File: src/rtl/spim_pkg.sv
package spim_pkg;
    typedef struct packed {
        logic wide;
        logic cpol;
        logic cpha;
        logic lsb;
    } spim_mode_t;
endpackage

File: src/rtl/spim_baud.sv
module spim_baud #(
    parameter int BW = 8
) (
    input  logic          clk,
    input  logic          rst_n,
    input  logic          run,
    input  logic [BW-1:0] div,
    output logic          tick
);
    logic [BW-1:0] cnt_d, cnt_q;

    always_comb begin
        tick  = run && (cnt_q == div);
        cnt_d = cnt_q + 1'b1;
        if (!run || tick) cnt_d = '0;
    end

    always_ff @(posedge clk or negedge rst_n) begin
        if (!rst_n) cnt_q <= '0;
        else        cnt_q <= cnt_d;
    end
endmodule

File: src/rtl/spim_shift.sv
module spim_shift
    import spim_pkg::*;
#(
    parameter int DW = 9
) (
    input  logic          clk,
    input  logic          rst_n,
    input  logic          en,
    input  logic          tick,
    input  spim_mode_t    mode,
    input  logic          avail,
    input  logic [DW-1:0] word_in,
    input  logic          miso,
    output logic          busy,
    output logic          take,
    output logic          fin,
    output logic [DW-1:0] rx_word,
    output logic          sck,
    output logic          mosi
);
    localparam int IW = $clog2(DW + 1);
    localparam int KW = IW + 1;

    typedef struct packed {
        logic          busy;
        logic          ph;
        logic [KW-1:0] k;
        logic [IW-1:0] idx;
        logic [DW-1:0] txw;
        logic [DW-1:0] rxw;
    } sh_t;

    sh_t s_d, s_q;
    logic [IW-1:0] nb, pos;
    logic [KW-1:0] last_k;
    logic          samp;
    logic [DW-1:0] smp_word;

    always_comb begin
        nb     = mode.wide ? IW'(DW) : IW'(DW - 1);
        last_k = {nb, 1'b0} - KW'(1);
        pos    = mode.lsb ? s_q.idx : (nb - IW'(1) - s_q.idx);
        samp   = (s_q.k[0] == mode.cpha);
        fin    = s_q.busy && tick && (s_q.k == last_k);
        take   = en && avail && (!s_q.busy || fin);

        smp_word = s_q.rxw;
        if (s_q.busy && tick && samp) smp_word[pos] = miso;
        rx_word = smp_word;

        s_d = s_q;
        if (s_q.busy && tick) begin
            s_d.ph  = ~s_q.ph;
            s_d.k   = s_q.k + KW'(1);
            s_d.rxw = smp_word;
            if (!samp && (s_q.k != '0)) s_d.idx = s_q.idx + IW'(1);
            if (fin) begin
                s_d.busy = 1'b0;
                s_d.ph   = 1'b0;
            end
        end
        if (take) begin
            s_d.busy = 1'b1;
            s_d.ph   = 1'b0;
            s_d.k    = '0;
            s_d.idx  = '0;
            s_d.txw  = word_in;
            s_d.rxw  = '0;
        end
        if (!en) begin
            s_d.busy = 1'b0;
            s_d.ph   = 1'b0;
        end
    end

    always_ff @(posedge clk or negedge rst_n) begin
        if (!rst_n) s_q <= '0;
        else        s_q <= s_d;
    end

    assign busy = s_q.busy;
    assign sck  = mode.cpol ^ s_q.ph;
    assign mosi = s_q.busy & s_q.txw[pos];
endmodule

File: src/rtl/spi_master_core.sv
module spi_master_core
    import spim_pkg::*;
#(
    parameter int DW = 9,
    parameter int BW = 8
) (
    input  logic          clk,
    input  logic          rst_n,
    input  logic          en,
    input  logic          rx_en,
    input  logic          chsize,
    input  logic [BW-1:0] baud,
    input  logic          cpol,
    input  logic          cpha,
    input  logic          lsb_first,
    input  logic          ovf_mode,
    input  logic          dummy_wr,
    input  logic [DW-1:0] dummy_val,
    input  logic          tx_valid,
    input  logic [DW-1:0] tx_data,
    output logic          tx_ready,
    input  logic          rd_req,
    output logic          rx_valid,
    input  logic          rx_ready,
    output logic [DW-1:0] rx_data,
    input  logic          ovf_clr,
    output logic          ovf,
    output logic          done,
    output logic          sck,
    output logic          mosi,
    input  logic          miso
);
    typedef struct packed {
        logic          txv;
        logic [DW-1:0] txw;
        logic          rdp;
        logic [DW-1:0] dum;
        logic          rxv;
        logic [DW-1:0] rxw;
        logic          ovf;
        logic          ovp;
        logic          done;
    } core_t;

    core_t         c_d, c_q;
    spim_mode_t    mode;
    logic          tick, sh_busy, sh_take, sh_fin, avail, pop;
    logic [DW-1:0] start_word, sh_rx;

    assign mode       = '{wide: chsize, cpol: cpol, cpha: cpha, lsb: lsb_first};
    assign avail      = c_q.txv || c_q.rdp;
    assign start_word = c_q.txv ? c_q.txw : c_q.dum;

    spim_baud #(.BW(BW)) u_baud (
        .clk(clk), .rst_n(rst_n), .run(sh_busy), .div(baud), .tick(tick)
    );

    spim_shift #(.DW(DW)) u_shift (
        .clk(clk), .rst_n(rst_n), .en(en), .tick(tick), .mode(mode),
        .avail(avail), .word_in(start_word), .miso(miso),
        .busy(sh_busy), .take(sh_take), .fin(sh_fin), .rx_word(sh_rx),
        .sck(sck), .mosi(mosi)
    );

    always_comb begin
        pop    = c_q.rxv && rx_ready;
        c_d    = c_q;
        c_d.done = sh_fin;
        if (sh_take) begin
            if (c_q.txv) c_d.txv = 1'b0;
            else         c_d.rdp = 1'b0;
        end
        if (tx_valid && !c_q.txv) begin
            c_d.txv = 1'b1;
            c_d.txw = tx_data;
        end
        if (rd_req)   c_d.rdp = 1'b1;
        if (dummy_wr) c_d.dum = dummy_val;
        if (ovf_clr)  c_d.ovf = 1'b0;
        if (pop) begin
            c_d.rxv = 1'b0;
            if (c_q.ovp) begin
                c_d.ovf = 1'b1;
                c_d.ovp = 1'b0;
            end
        end
        if (sh_fin && rx_en) begin
            if (!c_q.rxv || pop) begin
                c_d.rxv = 1'b1;
                c_d.rxw = sh_rx;
            end else if (ovf_mode) begin
                c_d.ovf = 1'b1;
            end else begin
                c_d.ovp = 1'b1;
            end
        end
    end

    always_ff @(posedge clk or negedge rst_n) begin
        if (!rst_n) begin
            c_q     <= '0;
            c_q.dum <= '1;
        end else begin
            c_q <= c_d;
        end
    end

    assign tx_ready = !c_q.txv;
    assign rx_valid = c_q.rxv;
    assign rx_data  = c_q.rxw;
    assign ovf      = c_q.ovf;
    assign done     = c_q.done;
endmodule

File: config.mk
export PLATFORM = sky130hd
export DESIGN_NAME = spi_master_core
export DESIGN_NICKNAME = d
export VERILOG_FILES = /design/src/rtl/spim_pkg.sv /design/src/rtl/spim_baud.sv /design/src/rtl/spim_shift.sv /design/src/rtl/spi_master_core.sv
export SDC_FILE = /design/constraint.sdc
export NUM_CORES = 1
export LEC_CHECK = 0
export ABC_AREA = 1
export ABC_CLOCK_PERIOD_IN_PS = 5700
export BUFFER_PORTS_ARGS = -buffer_cell sky130_fd_sc_hd__buf_2
export CAP_MARGIN = 20
export CORE_UTILIZATION = 45
export DETAILED_ROUTE_END_ITERATION = 8
export PLACE_DENSITY_LB_ADDON = 0.3
export RECOVER_POWER = 50
export SLEW_MARGIN = 20
export SYNTH_ARGS = -nofsm -noshare
export SYNTH_HDL_FRONTEND = slang
export SYNTH_SLANG_ARGS = --single-unit
File: constraint.sdc
create_clock -name clk -period 5.7 [get_ports clk]
set_input_delay 0.285 -clock clk [delete_from_list [all_inputs] [get_ports clk]]
set_output_delay 0.285 -clock clk [all_outputs]
set_load 0.05 [all_outputs]
Word level (Yosys, flattened, before mapping)
Index checks and enable logic that the tools add are counted.

word-level totals
  register bits = 70
  latch bits = 0
  bits in writable memories = 0
  memory bits (read-only) = 0
  input bits = 41
  output and inout port bits = 15
  word-level logic and storage cells = 91
  memories kept = 0

operators by class
  add/subtract/negate cells = 6
  multipliers = 0
  div/mod/pow operators = 0
  order comparisons = 2
  eq/ne operators = 6
  shift-type cells = 0
  multiplexer cells = 30
  bitwise gates (word level) = 3
  reduce and logical (&&, ||, !) cells = 28

operators with widths
  cell                                                count
  2-to-1 mux 29 bit                                   1
  2-to-1 mux 9 bit                                    3
  2-to-1 mux 10 bit                                   2
  2-to-1 mux 12 bit                                   1
  logical AND 1 bit                                   11
  2-to-1 mux 1 bit                                    11
  2-to-1 mux 11 bit                                   1
  2-to-1 mux 2 bit                                    5
  bitwise mux 9 bit                                   1
  adder 8 x 1 -> 8 bit, second input constant         1
  equality test 8 bit                                 1
  2-to-1 mux 4 bit                                    2
  2-to-1 mux 8 bit                                    1
  AND reduction 2 bit                                 4
  nonzero test 2 bit                                  4
  != test 3 x 1 -> 1 bit, second input constant       2
  adder 5 x 1 -> 5 bit, second input constant         1
  equality test 5 bit                                 1
  < comparator 4 x 5 -> 1 bit, second input constant  1
  nonzero test 5 bit                                  1
  subtractor 5 x 1 -> 5 bit, second input constant    1
  adder 4 x 1 -> 4 bit, second input constant         1
  binary-select mux 1 bit (select 4 bit)              1
  demux 1 bit (select 4 bit)                          1
  10 further kinds                                    16

Logic depth before layout (Yosys ltp)
  word-level depth = 13
  gate-level depth with buffers = 15

By module
Synthesis repeated with hierarchy kept, for this count alone.

unflattened totals
  cell total of the unflattened synthesis = 513
  area, all modules = 3920.0 µm²

modules (own cells, without submodules)
  module           instances  cells an instance  area an instance (µm²)  seq. area each (µm²)
  spim_shift       1          268                1890.6                  725.7
  spi_master_core  1          174                1515.2                  837.1
  spim_baud        1          71                 514.2                   200.2

Least setup slack after synthesis
OpenSTA, ideal clock, no wires.

  kind = reg-to-output
  from = reg u_shift.s_q[18] (netlist bit)
  to = out mosi
  arrival = 2.491 ns
  data required time = 5.415 ns
  path slack = 2.924 ns
  stages on the path, launching flop included = 12
  path through = dfrtp_1 inv_1 ha_1 ha_1 inv_1 o21ai_0 nor2_1 inv_1 nor2_1 o31ai_1 nand2_1 nor2_1

between the ends
  word-level cells in the longest chain between the ends = 5

ends and longest elaborated chain
  item                                        RTL line               source
  start, declared                             spim_shift.sv:33       sh_t s_d, s_q;
  start signal, assigned                      spim_shift.sv:77       if (!rst_n) s_q <= '0;
  start signal, assigned                      spim_shift.sv:78       else s_q <= s_d;
  subtractor 4 bit                            spim_shift.sv:42       pos = mode.lsb ? s_q.idx : (nb - IW'(1) - s_q.idx);
  2-to-1 mux 4 bit (*)                        spim_shift.sv:42
  binary-select mux 1 bit (select 4 bit) (*)  spim_shift.sv:83       assign mosi = s_q.busy & s_q.txw[pos];
  2-to-1 mux 1 bit (implied by the code) (*)  spim_shift.sv:83
  AND 1 bit (*)                               spim_shift.sv:83
  end, declared                               spi_master_core.sv:30  output logic mosi,

Every way passes the cells marked *; elsewhere a longest branch is shown, timed or not. The select of a mux whose other input is x is not followed.

==> results.toml <==
[placement]
io_buffers = 55
place_congestion = 0.865
preCtsSetupSlack_ps = 2940
hpwl_mm = 5.47

[floorplanning]
die_area_mm2 = 0.00910
pin_count = 56
initial_core_util_pct = 47.0
std_cell_rows = 33
die_w_um = 95.4
die_h_um = 95.4
design.core.area_mm2 = 0.00834

[cells_and_area]
final-seq-area_mm2 = 0.00176
area_growth_pct = 12.2
nets = 607
num-fill-cells = 831
multiInputGateArea_mm2 = 0.00176
diodes = 0
final_layout_size_suffix_gt1_share_pct = 22.3

[critical_path]
crit_type = "input pin to async pin"
path_cells = "buf_2 > clkbuf_1"
crit_slowest_cell = "clkbuf_1"
cp_max_fo = 70
reg2reg_slack_ps = 3460
worstPathArrival_ps = 2990
crit_start = "rst_n"
path_buf_inv = 2
crit_family = "buffers and inverters"
crit_path_end_kind = "async pin"
r2r-start = "c_q[32]"
worstPathRequired_ps = 5320
cp-start-kind = "input pin"
cpPeakStageDelay_ps = 2560

[detailed_routing]
wl_mm = 7.49
drtPass1Iterations = 4
ant_nets = 0
via_per_inst = 4.77
drc = 0
avgRoutedWirePerCell_um = 11.2
drt_iter0_markers = 159
num_vias = 3194

[yosys]
ys_dominant_reg_cell = "dfrtp_1"
syn_avg_cell_area_um2 = 7.68
synth.top_cell.area_share_pct = 38.9
synth.distinct_cells = 36
synth_area_mm2 = 0.00392
synth_area_leaders = "dfrtp_1 (39%), nand2_1 (17%), inv_1 (6.4%), dfstp_2 (6.0%), o21ai_0 (5.2%)"
yosysSeqAreaShare_pct = 44.9
synth.most_common_cell = "nand2_1"
yosysTopAreaCell = "dfrtp_1"
syn_nets = 558
synthTopCellsByCount = "nand2_1 (175), inv_1 (67), dfrtp_1 (61)"
ys_ff_latch = 70
synth_enable_flop_cells = 0
synth_cells = 511
synth-async-reset-ratio_pct = 100
yosysWarningCount = 0

[power]
vdd_drop_max_v = 0.000291
swShare_pct = 34.2
power_density_mw_per_mm2 = 298
p_leak_nw = 2.40
p_switching_mw = 0.449
clkPwrFrac_pct = 28.5
comb_power_share_pct = 22.0
pwr-share-seq_pct = 49.5
p_int_mw = 0.864

[clock_network]
tritoncts = "yes"
ctsResizeCount = 0
clk_pin_slew_ps = 80
cts.htree.levels = 3
hold_buffers = 0
cts_root_buffer = "clkbuf_8"
clock-sinks = 70
cts_max_path_buffers = 2
numCtsBuffers = 9
insertion_delay_ps = 340
cts_setup_buffers = 0

[timing]
finalClockSkew_ps = 7.69
relSlewSlack_pct = -145
finalSetupTns_ps = 0
fin_crit_ps = 3370
setup_ws_ps = 2330
rsz0062_at_grt = "false"
worst_pin_slew_ps = 3680
clock.fmax_mhz = 297
setup_viol = 0
holdWs_ps = 128
hold_viol = 0
slew_viol_final = 71
min_period_over_period_pct = 59.1

[global_route]
globalRoute.totalOverflow = 0
grt_pass1_vias = 2997
antenna_found_initial = 0
grt_pass1_wl_mm = 13.0
met2_usage_pct = 30.5
use_met3_pct = 4.55
grt-busiest-layer = "met2"
grt_start_max_net_pins = 71
grt_use_total_pct = 18.6
met1_usage_pct = 23.6

[flow_run]
maxCapViolCount = 1

[worst_hold_path]
min-delay-start = "rd_req"
hold_class = "input pin to flop"

[run_status]
status = "complete, but fails checks"
failed_checks = "capacitance limit, slew limit"
## power by group through the flow
stage / Combinational, mW / Clock, mW / Sequential, mW
after CTS: 0.293 / 0.385 / 0.651
after global routing: 0.332 / 0.401 / 0.664
final: 0.289 / 0.374 / 0.650
after floorplan: 0.244 / 0 / 0.624
after global placement: 0.280 / 0 / 0.659
after detailed placement: 0.292 / 0 / 0.661
## path summary, 6_finish.rpt
kind	endpoint	cells past startpoint
worst max-delay path	u_shift.s_q[6]	2
worst min-delay path	c_q[22]	3
worst max register to register	u_shift.s_q[22]	5
worst min register to register	c_q[13]	2
max in group clk	mosi	12
min in group asynchronous	u_shift.s_q[25]	2
## cells in the final DEF (no fill, tap or decap), types with 2 or more instances in the layout
cell type and instances:
nand2_1 175, inv_1 67, dfrtp_1 61, buf_2 55
o21ai_0 41, nor2_1 36, nand2_2 19, nand3_1 15
clkbuf_8 10, mux2_2 9, dfstp_2 9, nor3_1 7
a21oi_1 6, ha_1 6, nand4_1 5, inv_2 4
xor2_1 4, xnor2_1 3, nor3b_1 3, nor2_4 3
inv_6 3, clkinvlp_4 3, nor2_2 2, nor2_8 2
a21oi_2 2, o211ai_1 2, o22ai_1 2, o31ai_1 2
## worst reg2reg max path, stage by stage, from the launching register on
cell	delay, ps
dfrtp_1	580
o21ai_0	540
inv_1	80
nand2_1	580
nand2_1	180
o21ai_0	210
## routing by layer
metal	vias to the layer above	part of all wire, %
met1	1445	48
met2	66	46
met3	6	4.5
met4	0	1.2
met5	-	0
li1	1677	-
## per-stage QoR
step	area, um^2	util [%]	instances	total power [mW]
floorplan	3920	-	511	0.868
global placement	4220	50.6	654	0.939
detailed placement	4220	50.6	654	0.953
CTS	4410	52.8	670	1.33
global route	4400	52.8	670	1.40
finish	4400	52.8	670	1.31
## sequential cells by signal, summed over array words and instances (netlist names)
register,cells
u_shift.s_q,28
c_q,21
rx_data,9
u_baud.cnt_q,8
done,1
ovf,1
rx_valid,1
u_shift.busy,1
## layout make-up
cell class              instances  share of cell area [%]
repair buffers                 56                    6.34
well taps                     105                    2.98
clock buffers                  10                    3.13
inverters                      74                    6.54
flip-flops and latches         70                    40.0
multi-input cells             349                    40.0
clock inverters                 6                    1.02
## cell families (layout without fill, tap and decap cells)
group	after synthesis	count (layout)	synth area share, %
AO/OA/AOI/OAI	56	56	7.75
flip-flops	70	70	44.9
AND/OR/NAND/NOR	271	271	31.0
multiplexers	9	9	2.58
adder cells (fa/ha/maj)	6	6	1.91
XOR/XNOR	7	7	1.56
buffers and inverters	92	146	10.2
No activity file was read; power rests on OpenSTA's default activity.
